==> config.mk <==
export PLATFORM = sky130hd
export DESIGN_NAME = pcfg_xlate
export DESIGN_NICKNAME = d
export VERILOG_FILES = /design/src/rtl/pcfg_pkg.sv /design/src/rtl/pcfg_bswap.sv /design/src/rtl/pcfg_addr_dec.sv /design/src/rtl/pcfg_status.sv /design/src/rtl/pcfg_xlate.sv
export SDC_FILE = /design/constraint.sdc
export NUM_CORES = 1
export LEC_CHECK = 0
export ABC_AREA = 1
export BUFFER_PORTS_ARGS = -buffer_cell sky130_fd_sc_hd__clkbuf_2
export CORE_ASPECT_RATIO = 2
export CORE_MARGIN = 1.5
export CORE_UTILIZATION = 45
export CTS_BUF_LIST = sky130_fd_sc_hd__clkbuf_8
export DETAILED_ROUTE_END_ITERATION = 10
export PLACE_DENSITY_LB_ADDON = 0.15
export RECOVER_POWER = 50
export SYNTH_ARGS = -nofsm -noshare
export SYNTH_HDL_FRONTEND = slang
export SYNTH_SLANG_ARGS = --single-unit
==> constraint.sdc <==
create_clock -name clk -period 1.4 [get_ports clk]
set_clock_uncertainty 0.1 [all_clocks]
set_input_delay 0.28 -clock clk [delete_from_list [all_inputs] [get_ports clk]]
set_output_delay 0.28 -clock clk [all_outputs]
set_load 0.02 [all_outputs]
==> src/rtl/pcfg_pkg.sv <==
package pcfg_pkg;

    localparam int BUS_W        = 8;
    localparam int BUS_LSB      = 16;
    localparam int STS_DONE_BIT = 20;
    localparam int STS_ERR_BIT  = 19;
    localparam int FUNC_W       = 3;
    localparam int SLOT_W       = 5;
    localparam int DEVFN_W      = SLOT_W + FUNC_W;
    localparam int REG_W        = 6;
    localparam int REG_LSB      = 2;
    localparam int DEVFN_LSB    = REG_LSB + REG_W;
    localparam int BUS0_SHIFT   = 6;

    typedef struct packed {
        logic [BUS_W-1:0]   bus;
        logic [DEVFN_W-1:0] devfn;
        logic [REG_W-1:0]   regofs;
    } cfg_tgt_t;

    typedef enum logic {
        ST_IDLE = 1'b0,
        ST_WAIT = 1'b1
    } seq_state_e;

    // Bus 0 slots other than 0 move up by BUS0_SHIFT slots.
    function automatic logic [DEVFN_W-1:0] remap_devfn(
        input logic [BUS_W-1:0]   bus,
        input logic [DEVFN_W-1:0] devfn
    );
        logic [DEVFN_W-1:0] delta;
        delta = DEVFN_W'(BUS0_SHIFT << FUNC_W);
        if (bus == '0 && devfn[DEVFN_W-1:FUNC_W] != '0)
            return devfn + delta;
        return devfn;
    endfunction

endpackage

==> src/rtl/pcfg_bswap.sv <==
module pcfg_bswap #(
    parameter int DATA_W = 32
) (
    input  logic [DATA_W-1:0] din,
    output logic [DATA_W-1:0] dout
);
    localparam int NBYTES = DATA_W / 8;

    for (genvar b = 0; b < NBYTES; b++) begin : g_byte
        assign dout[8*b +: 8] = din[8*(NBYTES-1-b) +: 8];
    end
endmodule

==> src/rtl/pcfg_addr_dec.sv <==
module pcfg_addr_dec
    import pcfg_pkg::*;
#(
    parameter int WIN_AW = 16
) (
    input  logic [WIN_AW-1:0] addr,
    input  logic [BUS_W-1:0]  bus,
    output cfg_tgt_t          tgt,
    output logic              misaligned
);
    logic [DEVFN_W-1:0] raw_devfn;

    assign raw_devfn  = addr[DEVFN_LSB +: DEVFN_W];
    assign misaligned = |addr[REG_LSB-1:0];

    always_comb begin
        tgt.bus    = bus;
        tgt.devfn  = remap_devfn(bus, raw_devfn);
        tgt.regofs = addr[REG_LSB +: REG_W];
    end
endmodule

==> src/rtl/pcfg_status.sv <==
module pcfg_status
    import pcfg_pkg::*;
(
    input  logic clk,
    input  logic rst,
    input  logic set_done,
    input  logic set_err,
    input  logic clr_done,
    input  logic clr_err,
    output logic done,
    output logic err
);
    localparam int NBITS = 2;

    logic [NBITS-1:0] set_v, clr_v, bits_q;

    assign set_v = {set_err, set_done};
    assign clr_v = {clr_err, clr_done};

    for (genvar i = 0; i < NBITS; i++) begin : g_bit
        always_ff @(posedge clk) begin
            if (rst)
                bits_q[i] <= 1'b0;
            else if (set_v[i])
                bits_q[i] <= 1'b1;
            else if (clr_v[i])
                bits_q[i] <= 1'b0;
        end
    end

    assign done = bits_q[0];
    assign err  = bits_q[1];
endmodule

==> src/rtl/pcfg_xlate.sv <==
module pcfg_xlate
    import pcfg_pkg::*;
#(
    parameter int DATA_W = 32,
    parameter int WIN_AW = 16
) (
    input  logic              clk,
    input  logic              rst,
    input  logic              req_valid,
    output logic              req_ready,
    input  logic [WIN_AW-1:0] req_addr,
    input  logic              req_write,
    input  logic [DATA_W-1:0] req_wdata,
    output logic              rsp_valid,
    output logic [DATA_W-1:0] rsp_rdata,
    input  logic              reg_sel,
    input  logic              reg_we,
    input  logic [DATA_W-1:0] reg_wdata,
    output logic [DATA_W-1:0] reg_rdata,
    output logic              cyc_req,
    output logic              cyc_write,
    output logic [7:0]        cyc_bus,
    output logic [7:0]        cyc_devfn,
    output logic [5:0]        cyc_regofs,
    output logic [DATA_W-1:0] cyc_wdata,
    input  logic              cyc_done,
    input  logic              cyc_err,
    input  logic [DATA_W-1:0] cyc_rdata
);
    logic [BUS_W-1:0]  bus_q;
    seq_state_e        state_q;
    cfg_tgt_t          dec_tgt, tgt_q;
    logic              dec_mis;
    logic              write_q;
    logic [DATA_W-1:0] wdata_sw, rdata_sw, wdata_q;
    logic              accept, finish;
    logic              sts_done_w, sts_err_w;

    // Control word: bus number field only.
    always_ff @(posedge clk) begin
        if (rst)
            bus_q <= '0;
        else if (reg_we && !reg_sel)
            bus_q <= reg_wdata[BUS_LSB +: BUS_W];
    end

    pcfg_addr_dec #(.WIN_AW(WIN_AW)) u_dec (
        .addr       (req_addr),
        .bus        (bus_q),
        .tgt        (dec_tgt),
        .misaligned (dec_mis)
    );

    pcfg_bswap #(.DATA_W(DATA_W)) u_swap_w (.din(req_wdata), .dout(wdata_sw));
    pcfg_bswap #(.DATA_W(DATA_W)) u_swap_r (.din(cyc_rdata), .dout(rdata_sw));

    assign req_ready = (state_q == ST_IDLE);
    assign accept    = req_valid && req_ready;
    assign finish    = (state_q == ST_WAIT) && cyc_done;

    always_ff @(posedge clk) begin
        if (rst) begin
            state_q   <= ST_IDLE;
            tgt_q     <= '0;
            write_q   <= 1'b0;
            wdata_q   <= '0;
            rsp_valid <= 1'b0;
            rsp_rdata <= '0;
        end else begin
            rsp_valid <= 1'b0;
            unique case (state_q)
                ST_IDLE: begin
                    if (accept) begin
                        if (dec_mis) begin
                            rsp_valid <= 1'b1;
                            rsp_rdata <= req_write ? '0 : '1;
                        end else begin
                            state_q <= ST_WAIT;
                            tgt_q   <= dec_tgt;
                            write_q <= req_write;
                            wdata_q <= wdata_sw;
                        end
                    end
                end
                ST_WAIT: begin
                    if (cyc_done) begin
                        state_q   <= ST_IDLE;
                        rsp_valid <= 1'b1;
                        if (write_q)
                            rsp_rdata <= '0;
                        else if (cyc_err)
                            rsp_rdata <= '1;
                        else
                            rsp_rdata <= rdata_sw;
                    end
                end
                default: state_q <= ST_IDLE;
            endcase
        end
    end

    pcfg_status u_sts (
        .clk      (clk),
        .rst      (rst),
        .set_done (finish || (accept && dec_mis)),
        .set_err  ((finish && cyc_err) || (accept && dec_mis)),
        .clr_done (reg_we && reg_sel && reg_wdata[STS_DONE_BIT]),
        .clr_err  (reg_we && reg_sel && reg_wdata[STS_ERR_BIT]),
        .done     (sts_done_w),
        .err      (sts_err_w)
    );

    always_comb begin
        reg_rdata = '0;
        if (reg_sel) begin
            reg_rdata[STS_DONE_BIT] = sts_done_w;
            reg_rdata[STS_ERR_BIT]  = sts_err_w;
        end else begin
            reg_rdata[BUS_LSB +: BUS_W] = bus_q;
        end
    end

    assign cyc_req    = (state_q == ST_WAIT);
    assign cyc_write  = write_q;
    assign cyc_bus    = tgt_q.bus;
    assign cyc_devfn  = tgt_q.devfn;
    assign cyc_regofs = tgt_q.regofs;
    assign cyc_wdata  = wdata_q;
endmodule

==> results of run 1 <==
timing repair:
| item | in CTS | in global routing |
|---|---|---|
| gates resized for setup | 22 | 28 |
| pin swaps | 3 | 4 |
| endpoints found under the setup margin | 10 | 56 |
| buffers inserted | 3 | 4 |
| cloned | 0 | 2 |
report_power, final:
| group | switching, mW | internal [mW] |
|---|---|---|
| registers | 0.0997 | 3.01 |
| clock network | 0.992 | 0.662 |
| logic | 0.767 | 0.467 |
| total | 1.86 | 4.14 |
registers in the layout, indices dropped and copies added (netlist names):
register,count
cyc_wdata,32
rsp_rdata,32
bus_q,8
cyc_bus,8
cyc_devfn,8
cyc_regofs,6
cyc_req,1
cyc_write,1
rsp_valid,1
u_sts.done,1
u_sts.err,1
Yosys cell counts (all sizes together):
| library cell | n |
|---|---|
| buf | 44 |
| ha | 1 |
| inv | 23 |
| nand3b | 1 |
| nand2 | 26 |
| or2 | 1 |
| o211ai | 1 |
| conb | 1 |
| a31oi | 31 |
| dfxtp | 99 |
| clkbuf | 20 |
| o21ai | 124 |
| a31o | 1 |
| xnor2 | 1 |
| a21oi | 13 |
| nand3 | 13 |
| nor2 | 122 |
how the worst max path moves through the flow:
stage / depth (start not counted) / slack, ns / startpoint / endpoint
2_1_floorplan: 7 / 0.008 / cyc_req / rsp_rdata[0]
3_3_place_gp: 8 / -0.002 / req_addr[1] / rsp_rdata[29]
3_5_place_dp: 8 / -0.0002 / req_addr[1] / rsp_rdata[17]
4_1_cts: 3 / -0.006 / bus_q[2] / reg_rdata[18]
5_1_grt: 3 / -0.01 / bus_q[5] / reg_rdata[21]
6_report: 2 / 0.05 / cyc_req / req_ready
kinds of logic (layout without fill, tap and decap cells):
logic type,Yosys count,after routing,share of synthesized area (%)
AO/OA/AOI/OAI,170,170,22.2
XOR/XNOR,1,1,0.217
adder cells (fa/ha/maj),1,1,0.310
buffers and inverters,87,258,12.1
flip-flops,99,99,49.1
other,1,24,0.0929
AND/OR/NAND/NOR,163,163,16.0
layer usage:
metal	share of wire [%]	vias to the layer above	track usage, %	wire length [um]
li1	-	2065	-	-
met1	38	1843	23.0	4040
met2	53	157	38.4	5590
met3	6.8	17	5.15	720
met4	2.5	0	9.29	265
met5	0	-	0	0
per-stage QoR:
stage | util (%) | TNS [ns] | hold slack, ns
2_1_floorplan | - | 0 | 0.252
3_3_place_gp | 58.1 | -0.00180 | 0.361
3_5_place_dp | 58.1 | -0.000222 | 0.368
4_1_cts | 60.7 | -0.0168 | 0.0434
5_1_grt | 61.4 | -0.0547 | 0.0645
6_report | 61.4 | 0 | 0.0598
worst register-to-register path: cells and delay by family, from the launching register on:
| kind | cells | cell delay, ns |
|---|---|---|
| flip-flops | 1 | 0.38 |
| AND/OR/NAND/NOR | 1 | 0.35 |
| buffers and inverters | 1 | 0.21 |
| AO/OA/AOI/OAI | 1 | 0.19 |
area by class of cell:
type,count,area [um2],area share (%)
clock buffers,9,124,2.33
clock inverters,7,50.0,0.942
inverters,23,86.3,1.63
multi-input cells,359,1680,31.7
flip-flops and latches,99,2000,37.6
well taps,100,125,2.36
repair buffers,219,1250,23.5
==> impl_metrics.csv, run 1 <==
group,metric,value,unit
logic_synthesis,ys_top_cells_by_area,"dfxtp_1, o21ai_0, nor2_1",
placed_design,io_buffers,193,
critical_path,path_buf_inv,2,
sta,min_period,1.35,ns
routing,wl_per_cell,13.0,um
grt,grt_pass1_wl,16400,um
cells_and_area,fillers,835,
critical_path,critPathKind,"reg2out",
cells_and_area,nets,832,
floorplanning,rows,48,
sta,maxSlewViolCount,0,
power,ir_drop,0.762,mV
clock_tree,cts_tree,"yes",
logic_synthesis,syn_avg_cell_area,7.73,um2
critical_path,rr_endpoint,"rsp_rdata[31]",
worst_hold_path,hp-class,"in2reg",
cells_and_area,stdcell_area,5310,um2
run,maxCapViolCount,0,
sta,final.setup.worst_slack,0.0462,ns
critical_path,crit_arrival,0.97,ns
sta,timing.final.hold_violations,0,
critical_path,crit_path_end_kind,"output port",
floorplanning,fp.coreArea,8650,um2
critical_path,cp_max_fo,6,
placed_design,dpl_cell_area,5030,um2
floorplanning,start_util,46.7,%
critical_path,rrSetupSlack,0.10,ns
worst_hold_path,whs_endpoint,"cyc_wdata[14]",
power,p_leak,2.40,nW
floorplanning,num_io_pins,242,
clock_tree,clock_path_buffers,2,
routing,vias_per_cell,5.00,
logic_synthesis,ys_types,23,
routing,vias,4082,
routing,antenna_left,0,
run_status,status,"finished clean",
floorplanning,die_y,137,um
placed_design,hpwlAfterDp,7540,um
clock_tree,clkTransAtPathRegs,0.10,ns
clock_tree,clk_latency,0.36,ns
routing,routed_wirelength,10600,um
clock_tree,clock_sinks,99,
floorplanning,chipWidth,70.0,um
logic_synthesis,yosysTopAreaCell,"dfxtp_1",
cells_and_area,final_cell_mix,"clkbuf_2, o21ai_0, nor2_1",
power,p_per_area,1130,nW/um2
cells_and_area,syn_to_final_growth,31.7,%
placed_design,dp_slack,-0.000222,ns
clock_tree,ctsHtreeMaxLevel,3,
critical_path,slowest_delay,0.38,ns
critical_path,reg2reg_from,"cyc_req",
critical_path,path_cells,"inv_2, buf_2",
clock_tree,hold_buffers,0,
clock_tree,numCtsBuffers,9,
cells_and_area,final_layout_size_suffix_gt1_share,29.5,%
routing,drc,0,
power,finalPower,6.00,mW
clock_tree,ctsRootBufferMaster,"clkbuf_8",
routing,first_iter_violations,165,
sta,setup-violations-final,0,
grt,grt_max_degree,54,
critical_path,critPathLaunchType,"flip-flop",
placed_design,place_congestion,0.797,
logic_synthesis,ys_seq_area_share,49.1,%
floorplanning,die_area,9580,um2
worst_hold_path,hold_depth,3,
sta,fmax,739,MHz
grt,gr-total-overflow,0,
critical_path,worstPathRequired,1.02,ns
sta,rsz0062_at_grt,"true",
cells_and_area,diodes,0,
logic_synthesis,syn_inst,522,
logic_synthesis,ys_seq_elements,99,
critical_path,slowest_stage,"dfxtp_4",
routing,firstDrtPassIters,4,
grt,grt_usage,21.1,%
critical_path,ff2ff_path_depth,3,
logic_synthesis,yosysTopAreaCellShare,49.1,%
worst_hold_path,hp-start,"req_wdata[22]",
sta,finalCritPeriodShare,96.7,%
critical_path,path_delay_family,"flip-flops",
logic_synthesis,ys_warn_count,0,
cells_and_area,fin_cells,816,
placed_design,dp_cells,791,
grt,antenna_found_initial,0,
grt,grt_pass1_vias,3703,
cells_and_area,mostFrequentLayoutCell,"clkbuf_2",
logic_synthesis,syn_area,4040,um2
No activity file was read; power rests on OpenSTA's default activity.
==> run 2, diff against run 1 <==
--- a/config.mk
+++ b/config.mk
@@ -7,3 +7,3 @@
 export LEC_CHECK = 0
-export ABC_AREA = 1
+export ABC_AREA = 0
 export BUFFER_PORTS_ARGS = -buffer_cell sky130_fd_sc_hd__clkbuf_2
@@ -11,3 +11,3 @@
 export CORE_MARGIN = 1.5
-export CORE_UTILIZATION = 45
+export CORE_UTILIZATION = 44
 export CTS_BUF_LIST = sky130_fd_sc_hd__clkbuf_8
==> constraint.sdc (replaced) <==
create_clock -name clk -period 1.4 [get_ports clk]
set_clock_uncertainty 0.1 [all_clocks]
set_input_delay 0.14 -clock clk [delete_from_list [all_inputs] [get_ports clk]]
set_output_delay 0.14 -clock clk [all_outputs]
set_load 0.02 [all_outputs]
==> impl_metrics.csv, run 2 <==
group,metric,value,unit
cells_and_area,syn_to_final_growth,69.3,%
logic_synthesis,syn_area,3940,um2
clock_tree,clk_latency,0.37,ns
sta,rsz0062_at_grt,"true",
logic_synthesis,syn_inst,477,
placed_design,io_buffers,193,
grt,grt_pass1_vias,4037,
clock_tree,cts_tree,"yes",
logic_synthesis,ys_warn_count,0,
power,p_leak,2.95,nW
routing,wl_per_cell,16.3,um
routing,firstDrtPassIters,4,
floorplanning,chipWidth,69.9,um
placed_design,hpwlAfterDp,7630,um
logic_synthesis,yosysTopAreaCellShare,50.3,%
worst_hold_path,hp-class,"in2reg",
cells_and_area,final_cell_mix,"clkbuf_2, dfxtp_1, nand2_1",
critical_path,crit_arrival,1.61,ns
logic_synthesis,ys.flop_type,"dfxtp_1",
power,clock_power_share,28.7,%
sta,final.setup.worst_slack,-0.0768,ns
routing,vias_per_cell,5.16,
floorplanning,die_y,137,um
routing,routed_wirelength,14000,um
logic_synthesis,synth-edff-count,0,
clock_tree,ctsRootBufferMaster,"clkbuf_8",
placed_design,dp_slack,-0.189,ns
routing,drc,0,
power,internal_power,4.48,mW
placed_design,dp_cells,757,
cells_and_area,nets,875,
logic_synthesis,asyncSetResetFlopFracSynth,0,%
power,swShare,29.4,%
floorplanning,num_io_pins,242,
sta,fmax,677,MHz
power,switchingPower,1.87,mW
sta,setup-violations-final,30,
logic_synthesis,ys_seq_area_share,50.3,%
logic_synthesis,yosys-top-cells-count,"nand2_1, dfxtp_1, a21oi_1, nor2_1, a211oi_1",
floorplanning,start_util,45.6,%
critical_path,cp_max_fo,8,
clock_tree,numCtsBuffers,9,
cells_and_area,mostFrequentLayoutCell,"clkbuf_2",
placed_design,place_congestion,0.779,
cells_and_area,fin_cells,858,
routing,antenna_left,0,
routing,first_iter_violations,235,
routing,vias,4431,
critical_path,critPathKind,"reg2reg",
logic_synthesis,ys_top_cells_by_area,"dfxtp_1, nand2_1, a21oi_1",
logic_synthesis,ys_seq_elements,99,
power,p_per_area,952,nW/um2
sta,finalCritPeriodShare,105,%
critical_path,critPathLaunchType,"flip-flop",
logic_synthesis,ys_types,31,
power,power.share.combinational,23.2,%
critical_path,worstPathRequired,1.53,ns
sta,min_period,1.48,ns
critical_path,rrSetupSlack,-0.08,ns
sta,maxSlewViolCount,0,
grt,gr-total-overflow,0,
floorplanning,die_area,9570,um2
cells_and_area,final_layout_size_suffix_gt1_share,42.3,%
clock_tree,clock_path_buffers,2,
clock_tree,clock_sinks,99,
run,maxCapViolCount,0,
grt,grt_pass1_wl,18600,um
floorplanning,rows,48,
clock_tree,ctsHtreeMaxLevel,3,
power,seq_power_share,48.1,%
power,ir_drop,0.659,mV
logic_synthesis,yosysMostFrequentCell,"nand2_1",
grt,grt_max_degree,63,
clock_tree,clkTransAtPathRegs,0.09,ns
sta,worst_slew_pin_slew,0.549,ns
sta,maxSlewHeadroom,63.4,%
cells_and_area,diodes,0,
run_status,violations,"setup timing",
critical_path,crit_path_end_kind,"flip-flop",
grt,antenna_found_initial,0,
sta,timing.final.hold_violations,0,
grt,grt_usage,24.4,%
logic_synthesis,yosysTopAreaCell,"dfxtp_1",
floorplanning,fp.coreArea,8650,um2
run_status,status,"finished with violations",
logic_synthesis,syn_avg_cell_area,8.27,um2
[run 2: cell types whose count changed in the layout (fill, tap and decap cells not counted), moves of 11 or more]
cell           previous run  this run
nand2_1                  24        87
dlygate4sd3_1             0        75
o21ai_0                 119        31
nand2_4                   1        13
a31oi_1                  31         1
a211oi_1                  0        17
a21oi_2                   0        23
nor2_1                  114        44
a211oi_2                  0        18
a21oi_1                  13        32
clkbuf_2                129       177
nand3_1                  13         2
clkbuf_1                 55         9
[run 2: worst paths after layout]
| check | cells after the start | end | from |
|---|---|---|---|
| worst min register to register | 2 | cyc_wdata[24] | cyc_wdata[24] |
| worst max register to register | 6 | rsp_rdata[30] | cyc_req |
| worst max-delay path | 6 | rsp_rdata[30] | cyc_req |
| worst min-delay path | 3 | rsp_rdata[13] | cyc_rdata[21] |
[run 2: final cells by class]
type / instances / area, um2
Sequential cell: 99 / 2010
Multi-Input combinational cell: 337 / 2080
Fill cell: 589 / 1970
Tap cell: 100 / 125
Clock inverter: 5 / 55.1
Clock buffer: 10 / 138
Inverter: 4 / 15.0
Timing Repair Buffer: 303 / 2250
[run 2: power by group through the flow]
stage | sequential (mW) | combinational (mW) | clock [mW]
after floorplan | 3.28 | 0.508 | 0
after global placement | 3.11 | 1.06 | 0
after detailed placement | 3.11 | 1.08 | 0
after CTS | 3.05 | 1.30 | 1.86
after global routing | 3.07 | 1.57 | 1.98
final | 3.06 | 1.47 | 1.82
[run 2: what timing repair did]
| item | in CTS | in global routing |
|---|---|---|
| buffers inserted | 3 | 2 |
| resized for setup | 34 | 105 |
| pin swaps | 6 | 37 |
| hold endpoints to repair | 77 | 0 |
| gates cloned | 2 | 4 |
| hold buffers | 75 | 0 |
| setup endpoints to repair | 35 | 92 |
[run 2: cells by family after synthesis]
family	Yosys count	synth area share, %
compound gates	130	19.5
xor+xnor	3	0.667
fa+ha+maj	1	0.317
buf+inv	64	8.73
flops	99	50.3
mux	10	2.60
other cells	1	0.0951
simple gates	169	17.8
[run 2: worst max-delay path: stages (launching register included)]
cell       delay, ns
dfxtp_4         0.37
nand2b_4        0.17
o21ai_4         0.17
o21a_4          0.19
buf_6           0.13
clkbuf_16       0.15
a211oi_1        0.06
[run 2: metal layers]
metal	GRT usage, %	up-vias	share of wire, %
met4	9.19	0	2.9
met3	7.07	34	6.1
met5	0	-	0
met2	45.9	193	55
li1	-	2102	-
met1	25.0	2102	36
[run 2: per-stage QoR]
| stage | instance area [um2] | total power, mW | util, % | hold slack (ns) | TNS [ns] |
|---|---|---|---|---|---|
| 2_1_floorplan | 4050 | 3.79 | - | 0.176 | -0.179 |
| 3_3_place_gp | 5080 | 4.17 | 58.7 | 0.264 | -0.332 |
| 3_5_place_dp | 5080 | 4.19 | 58.7 | 0.269 | -0.694 |
| 4_1_cts | 6200 | 6.22 | 71.7 | 0.00216 | -1.02 |
| 5_1_grt | 6680 | 6.62 | 77.2 | 0.0123 | -5.85 |
| 6_report | 6680 | 6.35 | 77.2 | 0.00867 | -1.28 |
==> run 3, diff against run 2 <==
Settings changed: ABC_AREA 0 to 1, CORE_UTILIZATION 44 to 45, SLEW_MARGIN set to 10.
==> impl_metrics.csv, run 3 (synthesis gave the netlist of run 1 again) <==
group,metric,value,unit
sta,fmax,721,MHz
critical_path,rr_endpoint,"rsp_rdata[13]",
clock_tree,ctsRootBufferMaster,"clkbuf_8",
critical_path,cp_max_fo,13,
cells_and_area,final_layout_size_suffix_gt1_share,19.5,%
cells_and_area,diodes,0,
grt,grt_max_degree,95,
routing,vias,4496,
power,ir_drop,0.869,mV
placed_design,place_congestion,0.792,
power,seq_power_share,48.0,%
critical_path,worstPathRequired,1.58,ns
worst_hold_path,hp-class,"in2reg",
clock_tree,clk_latency,0.36,ns
sta,fin_setup_tns,0,ns
placed_design,dp_slack,0.00922,ns
placed_design,hpwlAfterDp,7310,um
routing,firstDrtPassIters,4,
routing,antenna_left,0,
routing,vias_per_cell,5.01,
placed_design,io_buffers,193,
sta,rsz0062_at_grt,"true",
cells_and_area,mostFrequentLayoutCell,"nor2_1",
power,p_per_area,1050,nW/um2
clock_tree,numCtsBuffers,9,
clock_tree,cts_tree,"yes",
routing,first_iter_violations,250,
cells_and_area,nets,914,
clock_tree,clkTransAtPathRegs,0.08,ns
worst_hold_path,hp-start,"cyc_rdata[8]",
routing,drc,0,
critical_path,reg2reg_from,"cyc_req",
power,power.share.combinational,22.0,%
routing,wl_per_cell,14.0,um
critical_path,critPathLaunchType,"input port",
critical_path,ff2ff_path_depth,6,
cells_and_area,syn_to_final_growth,52.5,%
sta,setup-violations-final,0,
grt,grt_usage,23.6,%
clock_tree,ctsHtreeMaxLevel,3,
power,clock_power_share,29.9,%
worst_hold_path,hold_depth,3,
floorplanning,rows,48,
grt,gr-total-overflow,0,
sta,min_period,1.39,ns
critical_path,crit_path_end_kind,"flip-flop",
floorplanning,die_y,137,um
power,switchingPower,1.87,mW
sta,timing.final.hold_violations,0,
floorplanning,num_io_pins,242,
power,swShare,29.0,%
floorplanning,die_area,9580,um2
power,internal_power,4.59,mW
critical_path,critPathKind,"in2reg",
sta,maxSlewViolCount,0,
worst_hold_path,whs_endpoint,"rsp_rdata[16]",
sta,finalCritPeriodShare,99.1,%
floorplanning,start_util,46.7,%
power,finalPower,6.47,mW
routing,routed_wirelength,12600,um
clock_tree,clock_path_buffers,2,
floorplanning,fp.coreArea,8650,um2
grt,grt_pass1_vias,4110,
grt,antenna_found_initial,0,
sta,final.setup.worst_slack,0.0132,ns
grt,grt_pass1_wl,18300,um
critical_path,crit_arrival,1.57,ns
run_status,status,"finished clean",
power,p_leak,2.66,nW
cells_and_area,fillers,741,
critical_path,rrSetupSlack,0.05,ns
cells_and_area,final_cell_mix,"nor2_1, o21ai_0, clkbuf_2",
run,maxCapViolCount,0,
floorplanning,chipWidth,70.0,um
clock_tree,clock_sinks,99,
==> run 3: changes by cell type in the layout (fill, tap and decap cells not counted), sizes merged, moves of 10 or more <==
cell	change
nand3	+10
a211oi	-35
nand2	-79
a21oi	-42
inv	+20
o21ai	+91
nor2	+75
a31oi	+30
buf	-18
==> run 3: layout make-up <==
| class | instances | area, um2 | share of cell area, % |
|---|---|---|---|
| timing repair buffer | 301 | 2060 | 33.4 |
| clock inverter | 7 | 86.3 | 1.40 |
| multi-input combinational | 359 | 1680 | 27.3 |
| tap | 100 | 125 | 2.03 |
| sequential | 99 | 1990 | 32.3 |
| clock buffer | 9 | 124 | 2.01 |
| inverter | 23 | 93.8 | 1.53 |
==> run 3: how the worst max path moves through the flow <==
stage	endpoint	startpoint	slack, ns	depth (start not counted)
after floorplan	rsp_rdata[0]	cyc_req	0.008	7
after global placement	cyc_wdata[12]	cyc_req	0.06	6
after detailed placement	rsp_rdata[14]	cyc_req	0.009	6
after CTS	rsp_rdata[14]	cyc_req	0.002	6
after global routing	rsp_rdata[13]	req_write	-0.002	5
final	rsp_rdata[13]	req_write	0.01	5
==> run 3: worst max-delay path: stages <==
cell and delay [ns]:
dlygate4sd3_1 0.55, clkbuf_2 0.11, or2_2 0.36, buf_4 0.21, a31oi_1 0.20
==> run 3: power by group through the flow <==
stage / registers (mW) / logic [mW] / clock network [mW]
2_1_floorplan: 3.37 / 0.576 / 0
3_3_place_gp: 3.16 / 1.15 / 0
3_5_place_dp: 3.17 / 1.17 / 0
4_1_cts: 3.11 / 1.36 / 2.00
5_1_grt: 3.13 / 1.55 / 2.11
6_report: 3.11 / 1.42 / 1.94
==> run 3: metal layers <==
layer	vias up	share of wire, %	GRT usage (%)
met5	-	0	0
met4	0	2.9	11.3
met3	30	5.9	5.23
met2	194	53	42.3
met1	2035	38	26.2
li1	2237	-	-
==> run 3: per-stage QoR <==
stage / hold WS [ns] / cell area (um2) / std cells / utilization (%)
2_1_floorplan: 0.112 / 4120 / 545 / -
3_3_place_gp: 0.289 / 4990 / 790 / 57.7
3_5_place_dp: 0.291 / 4990 / 790 / 57.7
4_1_cts: 0.00119 / 6040 / 889 / 69.8
5_1_grt: 0.0290 / 6150 / 898 / 71.1
6_report: 0.0151 / 6150 / 898 / 71.1
==> run 3: repair_timing <==
| item | in CTS | in global routing |
|---|---|---|
| pin swaps | 0 | 1 |
| gates resized for setup | 1 | 18 |
| hold buffers | 83 | 0 |
| hold endpoints to repair | 82 | 0 |
| endpoints found under the setup margin | 1 | 86 |
| gates cloned | 0 | 5 |
| buffers inserted | 0 | 4 |
